File: src/rtl/pacc_pkg.sv
package pacc_pkg;

    localparam int unsigned CNT_W   = 8;
    localparam int unsigned ADDR_W  = 2;

    localparam logic [ADDR_W-1:0] A_COUNT = 2'd0;
    localparam logic [ADDR_W-1:0] A_CTRL  = 2'd1;
    localparam logic [ADDR_W-1:0] A_FLAGS = 2'd2;

    typedef enum logic {
        MODE_EVENT = 1'b0,
        MODE_GATED = 1'b1
    } pacc_mode_e;

    typedef struct packed {
        logic       edge_ie;
        logic       wrap_ie;
        logic       pol;
        pacc_mode_e mode;
        logic       enable;
    } pacc_ctrl_t;

    localparam int unsigned CTRL_W = $bits(pacc_ctrl_t);

    typedef struct packed {
        logic edge_f;
        logic wrap_f;
    } pacc_flags_t;

    localparam int unsigned FLAGS_W = $bits(pacc_flags_t);

    typedef struct packed {
        logic inc;
        logic edge_evt;
    } pacc_event_t;

    function automatic logic pick_pol(input logic pol, input logic a, input logic b);
        return pol ? b : a;
    endfunction

endpackage

File: src/rtl/pacc_insync.sv
module pacc_insync #(
    parameter int unsigned STAGES = 2
) (
    input  logic clk,
    input  logic rst,
    input  logic pin,
    output logic lvl,
    output logic rise,
    output logic fall
);
    localparam int unsigned DEPTH = STAGES + 1;

    logic [DEPTH-1:0] chain_q;

    generate
        for (genvar i = 0; i < DEPTH; i++) begin : g_stage
            if (i == 0) begin : g_first
                always_ff @(posedge clk) begin
                    if (rst) chain_q[i] <= 1'b0;
                    else     chain_q[i] <= pin;
                end
            end else begin : g_next
                always_ff @(posedge clk) begin
                    if (rst) chain_q[i] <= 1'b0;
                    else     chain_q[i] <= chain_q[i-1];
                end
            end
        end
    endgenerate

    assign lvl  = chain_q[STAGES-1];
    assign rise = chain_q[STAGES-1] & ~chain_q[STAGES];
    assign fall = ~chain_q[STAGES-1] & chain_q[STAGES];

endmodule

File: src/rtl/pacc_prescale.sv
module pacc_prescale #(
    parameter int unsigned DIV = 64
) (
    input  logic clk,
    input  logic rst,
    output logic tick
);
    localparam int unsigned PW = (DIV > 1) ? $clog2(DIV) : 1;
    localparam logic [PW-1:0] LAST = PW'(DIV - 1);

    logic [PW-1:0] div_q;

    assign tick = (div_q == LAST);

    always_ff @(posedge clk) begin
        if (rst)       div_q <= '0;
        else if (tick) div_q <= '0;
        else           div_q <= div_q + 1'b1;
    end

endmodule

File: src/rtl/pacc_counter.sv
module pacc_counter #(
    parameter int unsigned W = 8
) (
    input  logic         clk,
    input  logic         load,
    input  logic [W-1:0] load_val,
    input  logic         inc,
    output logic [W-1:0] count,
    output logic         wrap
);
    logic [W-1:0] cnt_q;

    // no reset: the total survives reset by design
    always_ff @(posedge clk) begin
        if (load)     cnt_q <= load_val;
        else if (inc) cnt_q <= cnt_q + 1'b1;
    end

    assign count = cnt_q;
    assign wrap  = inc & ~load & (&cnt_q);

endmodule

File: src/rtl/pacc_top.sv
module pacc_top
    import pacc_pkg::*;
#(
    parameter int unsigned PRESCALE    = 64,
    parameter int unsigned SYNC_STAGES = 2
) (
    input  logic              clk,
    input  logic              rst,
    input  logic              pa_in,
    input  logic [ADDR_W-1:0] bus_addr,
    input  logic              bus_wr,
    input  logic [CNT_W-1:0]  bus_wdata,
    output logic [CNT_W-1:0]  bus_rdata,
    output logic              irq
);
    logic        lvl, rise, fall, tick;
    logic        active_lvl, ev_edge, trail_edge;
    logic        cnt_load, wrap;
    logic [CNT_W-1:0] cnt_q;
    pacc_ctrl_t  ctrl_q;
    pacc_flags_t flags_q;
    pacc_event_t evt;

    pacc_insync #(.STAGES(SYNC_STAGES)) u_sync (
        .clk  (clk),
        .rst  (rst),
        .pin  (pa_in),
        .lvl  (lvl),
        .rise (rise),
        .fall (fall)
    );

    pacc_prescale #(.DIV(PRESCALE)) u_presc (
        .clk  (clk),
        .rst  (rst),
        .tick (tick)
    );

    assign active_lvl = pick_pol(ctrl_q.pol, lvl, ~lvl);
    assign ev_edge    = pick_pol(ctrl_q.pol, rise, fall);
    assign trail_edge = pick_pol(ctrl_q.pol, fall, rise);

    always_comb begin
        evt = '0;
        if (ctrl_q.enable) begin
            if (ctrl_q.mode == MODE_EVENT) begin
                evt.inc      = ev_edge;
                evt.edge_evt = ev_edge;
            end else begin
                evt.inc      = tick & active_lvl;
                evt.edge_evt = trail_edge;
            end
        end
    end

    assign cnt_load = bus_wr && (bus_addr == A_COUNT);

    pacc_counter #(.W(CNT_W)) u_cnt (
        .clk      (clk),
        .load     (cnt_load),
        .load_val (bus_wdata),
        .inc      (evt.inc),
        .count    (cnt_q),
        .wrap     (wrap)
    );

    always_ff @(posedge clk) begin
        if (rst) begin
            ctrl_q <= '0;
        end else if (bus_wr && (bus_addr == A_CTRL)) begin
            ctrl_q <= pacc_ctrl_t'(bus_wdata[CTRL_W-1:0]);
        end
    end

    logic        flags_clr;
    pacc_flags_t clr_mask;

    assign flags_clr = bus_wr && (bus_addr == A_FLAGS);
    assign clr_mask  = flags_clr ? pacc_flags_t'(bus_wdata[FLAGS_W-1:0]) : '0;

    // a new event wins over a same-cycle clear
    always_ff @(posedge clk) begin
        if (rst) begin
            flags_q <= '0;
        end else begin
            flags_q.wrap_f <= (flags_q.wrap_f & ~clr_mask.wrap_f) | wrap;
            flags_q.edge_f <= (flags_q.edge_f & ~clr_mask.edge_f) | evt.edge_evt;
        end
    end

    always_comb begin
        case (bus_addr)
            A_COUNT: bus_rdata = cnt_q;
            A_CTRL:  bus_rdata = CNT_W'(ctrl_q);
            A_FLAGS: bus_rdata = CNT_W'(flags_q);
            default: bus_rdata = '0;
        endcase
    end

    assign irq = (flags_q.wrap_f & ctrl_q.wrap_ie) | (flags_q.edge_f & ctrl_q.edge_ie);

endmodule

File: config.mk
export PLATFORM = sky130hd
export DESIGN_NAME = pacc_top
export DESIGN_NICKNAME = d
export VERILOG_FILES = /design/src/rtl/pacc_pkg.sv /design/src/rtl/pacc_insync.sv /design/src/rtl/pacc_prescale.sv /design/src/rtl/pacc_counter.sv /design/src/rtl/pacc_top.sv
export SDC_FILE = /design/constraint.sdc
export NUM_CORES = 1
export LEC_CHECK = 0
export BUFFER_PORTS_ARGS = -buffer_cell sky130_fd_sc_hd__buf_4
export CAP_MARGIN = 20
export CORE_MARGIN = 2
export CORE_UTILIZATION = 53
export DETAILED_ROUTE_END_ITERATION = 10
export PLACE_DENSITY = 0.76
export SYNTH_ARGS = -nofsm -noshare
export SYNTH_HDL_FRONTEND = slang
export SYNTH_SLANG_ARGS = --single-unit
File: constraint.sdc
create_clock -name clk -period 1.5 [get_ports clk]
set_input_delay 0.15 -clock clk [delete_from_list [all_inputs] [get_ports clk]]
set_output_delay 0.15 -clock clk [all_outputs]
set_load 0.02 [all_outputs]
==> out/qor.txt, run 1 <==
LOGIC SYNTHESIS
------------------------------------------------------------------------------------------
Synthesized-area fraction occupied by xor and xnor cells                            0.0720
Cell types occupying the most area after synthesis                            sky130_fd_sc_hd__dfxtp_1 (26%), sky130_fd_sc_hd__edfxtp_1 (20%), sky130_fd_sc_hd__mux2i_1 (9.9%)
Syn Nets                                                                               144
Portion of synthesized cell area occupied by the leading cell type                   0.263
Distinct cells, synth                                                                   31
Mean instance size in the synthesized netlist                                     9.50 um2
Portion of the post-synthesis area used by sequential elements                       0.461
Fraction of the mapped netlist area in adder cells                                  0.0206
Share of synthesized cell area in and, or, nand and nor gates                        0.239
Fraction of synthesized area in multiplexers                                         0.108
Count of yosys warnings during synthesis                                                 0
Library cell occupying the most area in the post-synthesis netlist            sky130_fd_sc_hd__dfxtp_1
Main combinational cell family by area after synthesis                        simple AND/OR/NAND/NOR gates
Synthesized netlist cell count                                                         128
Post-synthesis compound-gate area fraction                                          0.0802
Summed instance area of the synthesized netlist                                   1220 um2
FF+latch count, synth                                                                   24

STA
------------------------------------------------------------------------------------------
Count of final setup violators                                                           0
Sum of negative setup slack                                                           0 ps
Number of pins with negative max-slew slack in the final report                          0
FMAX                                                                               717 MHz
Slew HR                                                                              0.747
RSZ-0062 raised after global routing                                                    no
Slew at the pin with the worst max-slew slack                                       378 ps
Number of failing hold endpoints at the final stage                                      0
Period utilization                                                                   0.929
Fin Clk Skew                                                                       3.94 ps
Final worst slack                                                                   106 ps
Shortest period the worst path allows                                              1390 ps

CLOCKING
------------------------------------------------------------------------------------------
Post CTS Setup Buffer Count                                                              0
Buffer depth of the longest clock path                                                   2
Clock edge transition at the registers on the reported setup and hold paths         130 ps
Clock tree from TritonCTS                                                            built
Count of H-tree levels built during CTS                                                  1
# hold bufs at CTS                                                                       0
Inserted Clock Buffers                                                                   3
Clk_lat worst skew                                                                  310 ps
Clock root cell                                                               sky130_fd_sc_hd__clkbuf_4
Sinks on Clock Net                                                                      24

PLACE
------------------------------------------------------------------------------------------
Final estimated routing congestion in global placement                               0.721
Placed inst area                                                                  1420 um2
DP Wirelength                                                                      1900 um
Post-placement cell count                                                              177
Place WS                                                                          -59.9 ps
IO buf count                                                                            22

FLOORPLAN
------------------------------------------------------------------------------------------
Starting Density                                                                     0.555
Die Area                                                                          2690 um2
Die height                                                                         51.9 um
Total core area                                                                   2190 um2
Chip width                                                                         51.9 um
Cell Rows                                                                               17
Top-level I/O count                                                                     23

CELLS AND AREA
------------------------------------------------------------------------------------------
Fraction of layout instances using a drive strength above 1                          0.242
Nets@finish                                                                            170
Commonest cells after routing, fill and taps aside                            sky130_fd_sc_hd__nor2_1 (24), sky130_fd_sc_hd__buf_4 (24), sky130_fd_sc_hd__dfxtp_1 (16)
Storage cell area                                                                  561 um2
Number of diodes                                                                         0
Post-Route Utilization                                                               0.672
Area growth, synth to finish                                                         21.0%
Area of all placed cells without fillers                                          1470 um2
Non-filler instance count after layout                                                 181
Count of filler cells inserted in the layout                                           174
Area of combinational cells with multiple inputs                                   652 um2

FLOW RUN
------------------------------------------------------------------------------------------
Max-cap violation count                                                                  0

GRT
------------------------------------------------------------------------------------------
Antenna violations before repair                                                         0
Number of global-route vias before repair                                              937
Leftover overflow at the end of global routing                                           0
Largest net degree at the start of global routing                                       15
Wire length of the first global-routing pass                                       4060 um
Global-route total usage across every layer                                          0.209

HOLD PATH
------------------------------------------------------------------------------------------
Hold Path Class                                                                  in -> reg

POWER
------------------------------------------------------------------------------------------
Total power density per cell area                                               827 nW/um2
Leakage                                                                        0.000614 uW
Maximum VDD drop                                                                  0.725 mV

ROUTE
------------------------------------------------------------------------------------------
WL final                                                                           2490 um
Post-detailed-route DRC marker count                                                     0
Residual antenna-violating net count after detailed routing                              0
Average vias per placed instance                                                      5.44
Iteration count of the initial detailed-routing pass                                     4
Post-DR wirelength/cell                                                            13.7 um
Iteration-0 DRC Markers                                                                 13
Overall via count from detail_route                                                    984

CRITICAL PATH
------------------------------------------------------------------------------------------
CP startpoint kind                                                               flip-flop
Data required time of the worst path                                               1580 ps
Endpoint class of the critical path                                              flip-flop
Crit Path Class                                                                 reg -> reg
Arrival time of data at the critical path endpoint                                 1470 ps
Critical path fanouts, max                                                               4

STATUS
------------------------------------------------------------------------------------------
Result of the run                                                             finished, final reports clean

-- per-stage QoR --
stage | total power (uW) | hold WS, ps
floorplan | 821 | 222
global placement | 881 | 362
detailed placement | 888 | 370
CTS | 1230 | 31.6
global route | 1270 | 50.5
finish | 1220 | 35.3
-- cells in the mapped netlist --
master	count
sky130_fd_sc_hd__clkbuf_1	1
sky130_fd_sc_hd__mux2_2	1
sky130_fd_sc_hd__ha_1	2
sky130_fd_sc_hd__or2_2	1
sky130_fd_sc_hd__buf_2	1
sky130_fd_sc_hd__a22oi_1	1
sky130_fd_sc_hd__buf_4	1
sky130_fd_sc_hd__nand2_1	7
sky130_fd_sc_hd__nand3_1	7
sky130_fd_sc_hd__xnor2_1	6
sky130_fd_sc_hd__a21oi_1	7
sky130_fd_sc_hd__or3_1	1
sky130_fd_sc_hd__edfxtp_1	8
sky130_fd_sc_hd__nand2_2	1
sky130_fd_sc_hd__dfxtp_1	16
sky130_fd_sc_hd__o41ai_2	1
sky130_fd_sc_hd__xor2_1	4
sky130_fd_sc_hd__a31oi_1	1
sky130_fd_sc_hd__nor2_2	1
sky130_fd_sc_hd__inv_1	2
sky130_fd_sc_hd__nand3b_1	2
sky130_fd_sc_hd__a32oi_1	1
sky130_fd_sc_hd__mux2i_1	12
sky130_fd_sc_hd__a22o_1	1
sky130_fd_sc_hd__and3_1	1
sky130_fd_sc_hd__nor2_1	24
sky130_fd_sc_hd__and3_4	1
sky130_fd_sc_hd__nand2b_1	6
sky130_fd_sc_hd__o21ai_0	3
sky130_fd_sc_hd__nor2b_1	4
sky130_fd_sc_hd__and2_1	3
-- worst paths after layout --
kind | from | endpoint | slack [ps] | depth (start not counted)
min | pa_in | u_sync.chain_q[0] | 40 | 2
max reg2reg | u_cnt.count[0] | u_cnt.count[6] | 110 | 5
max | u_cnt.count[0] | u_cnt.count[6] | 110 | 5
min reg2reg | u_presc.div_q[0] | u_presc.div_q[0] | 450 | 1
-- layer usage --
metal	track usage	share of wire	up-vias	wire [um]
met5	0	0	-	0
met1	0.251	0.44	473	1080
met3	0.0345	0.043	2	107
li1	-	-	488	-
met2	0.376	0.52	21	1280
met4	0.0658	0.0048	0	12
-- kinds of logic (layout without fill, tap and decap cells) --
| family | Yosys count | in the layout |
|---|---|---|
| compound gates | 15 | 15 |
| buf+inv | 5 | 30 |
| flops | 24 | 24 |
| mux | 13 | 13 |
| fa+ha+maj | 2 | 2 |
| xor+xnor | 10 | 10 |
| simple gates | 59 | 59 |
-- worst max-delay path: stages, from the launching register on --
cell and delay (ps):
sky130_fd_sc_hd__edfxtp_1 420, sky130_fd_sc_hd__ha_1 220, sky130_fd_sc_hd__nand3_2 130, sky130_fd_sc_hd__nor2_1 160, sky130_fd_sc_hd__xnor2_1 140, sky130_fd_sc_hd__a21oi_1 90
-- registers in the layout, indices dropped and copies added, names as in the netlist --
name / flops
flags_q: 2
ctrl_q: 5
u_sync.lvl: 1
u_cnt.count: 8
u_presc.div_q: 6
u_sync.chain_q: 2
-- final cells by class --
class,count,area share
inverters,2,0.00510
clock buffers,4,0.0247
repair buffers,24,0.122
multi-input cells,99,0.443
flip-flops and latches,24,0.381
well taps,28,0.0238
-- what timing repair did --
action | CTS | global route
gates resized for setup | 1 | 3
pin swaps | 0 | 1
setup endpoints to repair | 8 | 9
-- report_power, final --
part | switching, uW | internal, uW | total [uW]
Combinational | 80.9 | 79.4 | 160
Clock | 193 | 148 | 341
Sequential | 19.2 | 696 | 715
Total | 293 | 924 | 1220
Note: power is estimated with default switching activity, not from simulation.
==> run 2: changes to the inputs <==
--- a/config.mk
+++ b/config.mk
@@ -5,10 +5,12 @@
 export SDC_FILE = /design/constraint.sdc
 export NUM_CORES = 1
 export LEC_CHECK = 0
+export ABC_AREA = 1
 export BUFFER_PORTS_ARGS = -buffer_cell sky130_fd_sc_hd__buf_4
 export CAP_MARGIN = 20
 export CORE_MARGIN = 2
 export CORE_UTILIZATION = 53
+export CTS_BUF_LIST = sky130_fd_sc_hd__clkbuf_8 sky130_fd_sc_hd__clkbuf_16
 export DETAILED_ROUTE_END_ITERATION = 10
 export PLACE_DENSITY = 0.76
 export SYNTH_ARGS = -nofsm -noshare
==> run 2 against run 1 <==
Effect of this change: combinational power increased by 11%; hold slack improved by 54 ps; final cell count rose by 14%; non-clock buffer count is 1 lower; cell area increased by 2.2%; synthesized cell count rose by 20%; count of clock-buffer cells in the layout decreased by 1; critical endpoint is now u_cnt.count[1]; largest cell class unchanged; largest power group unchanged.
==> out/qor.txt, run 2 <==
CRITICAL PATH
------------------------------------------------------------------------------------------
CP cell instances                                                             ha_2 -> nand3_2 -> nor2_2 -> nand2_1 -> nand2_1 -> nand2_1 -> nand2_2 -> buf_12
Family with the most delay on the worst path                                  simple AND/OR/NAND/NOR gates
Arrival time of data at the critical path endpoint                                 1410 ps
Critical path fanouts, max                                                               8
CP peak stage delay                                                                 340 ps
Endpoint class of the critical path                                              flip-flop
Data required time of the worst path                                               1490 ps
Crit path top cell by count                                                   sky130_fd_sc_hd__nand2_1
Number of buffer and inverter stages on the critical path                                1
Crit Path Class                                                                 reg -> reg
CP startpoint kind                                                               flip-flop
Cell with the largest stage delay on the worst path                           sky130_fd_sc_hd__dfxtp_2

ROUTE
------------------------------------------------------------------------------------------
Post-DR wirelength/cell                                                            12.2 um
Iteration-0 DRC Markers                                                                 20
Average vias per placed instance                                                      5.23
WL final                                                                           2520 um
Overall via count from detail_route                                                  1,083
Post-detailed-route DRC marker count                                                     0
Iteration count of the initial detailed-routing pass                                     7
Residual antenna-violating net count after detailed routing                              0

FLOORPLAN
------------------------------------------------------------------------------------------
Chip width                                                                         52.1 um
Top-level I/O count                                                                     23
Total core area                                                                   2190 um2
Starting Density                                                                     0.560
Cell Rows                                                                               17
Die height                                                                         52.1 um
Die Area                                                                          2720 um2

PLACE
------------------------------------------------------------------------------------------
Post-placement cell count                                                              203
DP Wirelength                                                                      1970 um
Placed inst area                                                                  1440 um2
Final estimated routing congestion in global placement                               0.786
IO buf count                                                                            22
Place WS                                                                           35.4 ps

LOGIC SYNTHESIS
------------------------------------------------------------------------------------------
FF+latch count, synth                                                                   24
Mean instance size in the synthesized netlist                                     8.02 um2
Synthesized netlist cell count                                                         153
Count of yosys warnings during synthesis                                                 0
Summed instance area of the synthesized netlist                                   1230 um2
Portion of synthesized cell area occupied by the leading cell type                   0.261
Top post-synthesis cells by count                                             sky130_fd_sc_hd__nand2_1 (26), sky130_fd_sc_hd__inv_1 (21), sky130_fd_sc_hd__nor2_1 (21)
Library cell with the highest instance count after synthesis                  sky130_fd_sc_hd__nand2_1
Distinct cells, synth                                                                   30
Commonest register cell after synthesis                                       sky130_fd_sc_hd__dfxtp_1
Cell types occupying the most area after synthesis                            sky130_fd_sc_hd__dfxtp_1 (26%), sky130_fd_sc_hd__edfxtp_1 (20%), sky130_fd_sc_hd__nand2_1 (8.0%)
Syn Nets                                                                               169
Number of enable flip-flop cells after synthesis                                         8
Portion of the post-synthesis area used by sequential elements                       0.457
Share of async-settable or async-resettable flops after synthesis                        0
Library cell occupying the most area in the post-synthesis netlist            sky130_fd_sc_hd__dfxtp_1

HOLD PATH
------------------------------------------------------------------------------------------
Hold Path Class                                                                  in -> reg

POWER
------------------------------------------------------------------------------------------
Fraction of power consumed by sequential logic                                       0.566
Share of total power in combinational logic                                          0.139
Cell-internal power                                                                 964 uW
Leakage                                                                        0.000638 uW
Maximum VDD drop                                                                  0.754 mV
P_sw                                                                                317 uW
Switching Fraction                                                                   0.248
Total power density per cell area                                               852 nW/um2
Fraction of power consumed by the clock network                                      0.296

GRT
------------------------------------------------------------------------------------------
Number of global-route vias before repair                                            1,000
Wire length of the first global-routing pass                                       4290 um
Antenna violations before repair                                                         0
Largest net degree at the start of global routing                                       14
Global-route total usage across every layer                                          0.218
Leftover overflow at the end of global routing                                           0

STA
------------------------------------------------------------------------------------------
FMAX                                                                               705 MHz
Count of final setup violators                                                           0
Period utilization                                                                   0.946
Shortest period the worst path allows                                              1420 ps
Slew HR                                                                              0.810
Final worst slack                                                                  80.9 ps
Fin Clk Skew                                                                       1.83 ps
Number of pins with negative max-slew slack in the final report                          0
Slew at the pin with the worst max-slew slack                                       284 ps
Number of failing hold endpoints at the final stage                                      0

CELLS AND AREA
------------------------------------------------------------------------------------------
Commonest cells after routing, fill and taps aside                            sky130_fd_sc_hd__nand2_1 (25), sky130_fd_sc_hd__buf_4 (22), sky130_fd_sc_hd__inv_1 (21)
Max reg flops                                                                            8
Area of combinational cells with multiple inputs                                   597 um2
Storage cell area                                                                  563 um2
Non-filler instance count after layout                                                 207
Area growth, synth to finish                                                         22.5%
Fraction of layout instances using a drive strength above 1                          0.235
Post-Route Utilization                                                               0.686
Count of filler cells inserted in the layout                                           188
Most common cell after layout, fill and taps aside                            sky130_fd_sc_hd__nand2_1
Area of all placed cells without fillers                                          1500 um2
Number of diodes                                                                         0
Nets@finish                                                                            196

CLOCKING
------------------------------------------------------------------------------------------
Buffer depth of the longest clock path                                                   2
Clk_lat worst skew                                                                  260 ps
Post CTS Setup Buffer Count                                                              0
Clock root cell                                                               sky130_fd_sc_hd__clkbuf_8
Sinks on Clock Net                                                                      24
Clock edge transition at the registers on the reported setup and hold paths          80 ps
Count of H-tree levels built during CTS                                                  1
Clock tree from TritonCTS                                                            built
Inserted Clock Buffers                                                                   3

STATUS
------------------------------------------------------------------------------------------
Result of the run                                                             finished, final reports clean

FLOW RUN
------------------------------------------------------------------------------------------
Max-cap violation count                                                                  0

## run 2: logic make-up (layout without fill, tap and decap cells)
group,count (synthesis),count (layout),share of synthesized area
simple gates,72,72,0.272
compound gates,26,26,0.134
xor+xnor,7,7,0.0500
buf+inv,22,48,0.0673
fa+ha+maj,2,2,0.0204
flops,24,24,0.457
## run 2: through the flow
step           TNS, ps  total power [uW]  hold slack (ps)
3_3_place_gp         0               909              358
4_1_cts              0              1290             82.3
2_1_floorplan        0               834              257
6_report             0              1280             89.3
5_1_grt           -108              1340             80.6
3_5_place_dp         0               915              358
## run 2: worst register-to-register path, cell delays in order (launching register included)
cell	delay, ps
sky130_fd_sc_hd__dfxtp_2	340
sky130_fd_sc_hd__ha_2	200
sky130_fd_sc_hd__nand3_2	90
sky130_fd_sc_hd__nor2_2	130
sky130_fd_sc_hd__nand2_1	60
sky130_fd_sc_hd__nand2_1	70
sky130_fd_sc_hd__nand2_1	60
sky130_fd_sc_hd__nand2_2	70
sky130_fd_sc_hd__buf_12	120
## run 2: timing repair
item                                    CTS  global route
hold buffers                              0             0
resized for setup                         0             6
hold endpoints to repair                  0             0
endpoints found under the setup margin    0             8
## run 2: final timing paths
kind,slack [ps],depth (start not counted),to,start
setup / recovery,80,8,u_cnt.count[1],u_presc.div_q[0]
hold / removal,90,3,u_sync.chain_q[0],pa_in
setup reg to reg,80,8,u_cnt.count[1],u_presc.div_q[0]
hold reg to reg,410,2,u_sync.lvl,u_sync.chain_q[0]
## run 2: cell type report
type / instances / share of cell area
clock buffers: 3 / 0.0275
clock inverters: 1 / 0.00250
inverters: 21 / 0.0524
multi-input cells: 107 / 0.397
flip-flops and latches: 24 / 0.374
well taps: 28 / 0.0233
repair buffers: 23 / 0.123
## run 2: routing by layer
metal	wire length, um	up-vias	track usage
li1	-	560	-
met1	1130	491	0.267
met2	1250	27	0.371
met3	85	5	0.0287
met4	56	0	0.110
met5	0	-	0
## run 2: power by group through the flow
| stage | Sequential [uW] | Combinational [uW] | Clock (uW) |
|---|---|---|---|
| 6_report | 725 | 178 | 379 |
| 5_1_grt | 729 | 201 | 409 |
| 4_1_cts | 723 | 177 | 388 |
| 3_5_place_dp | 738 | 176 | 0 |
| 3_3_place_gp | 737 | 172 | 0 |
| 2_1_floorplan | 733 | 102 | 0 |
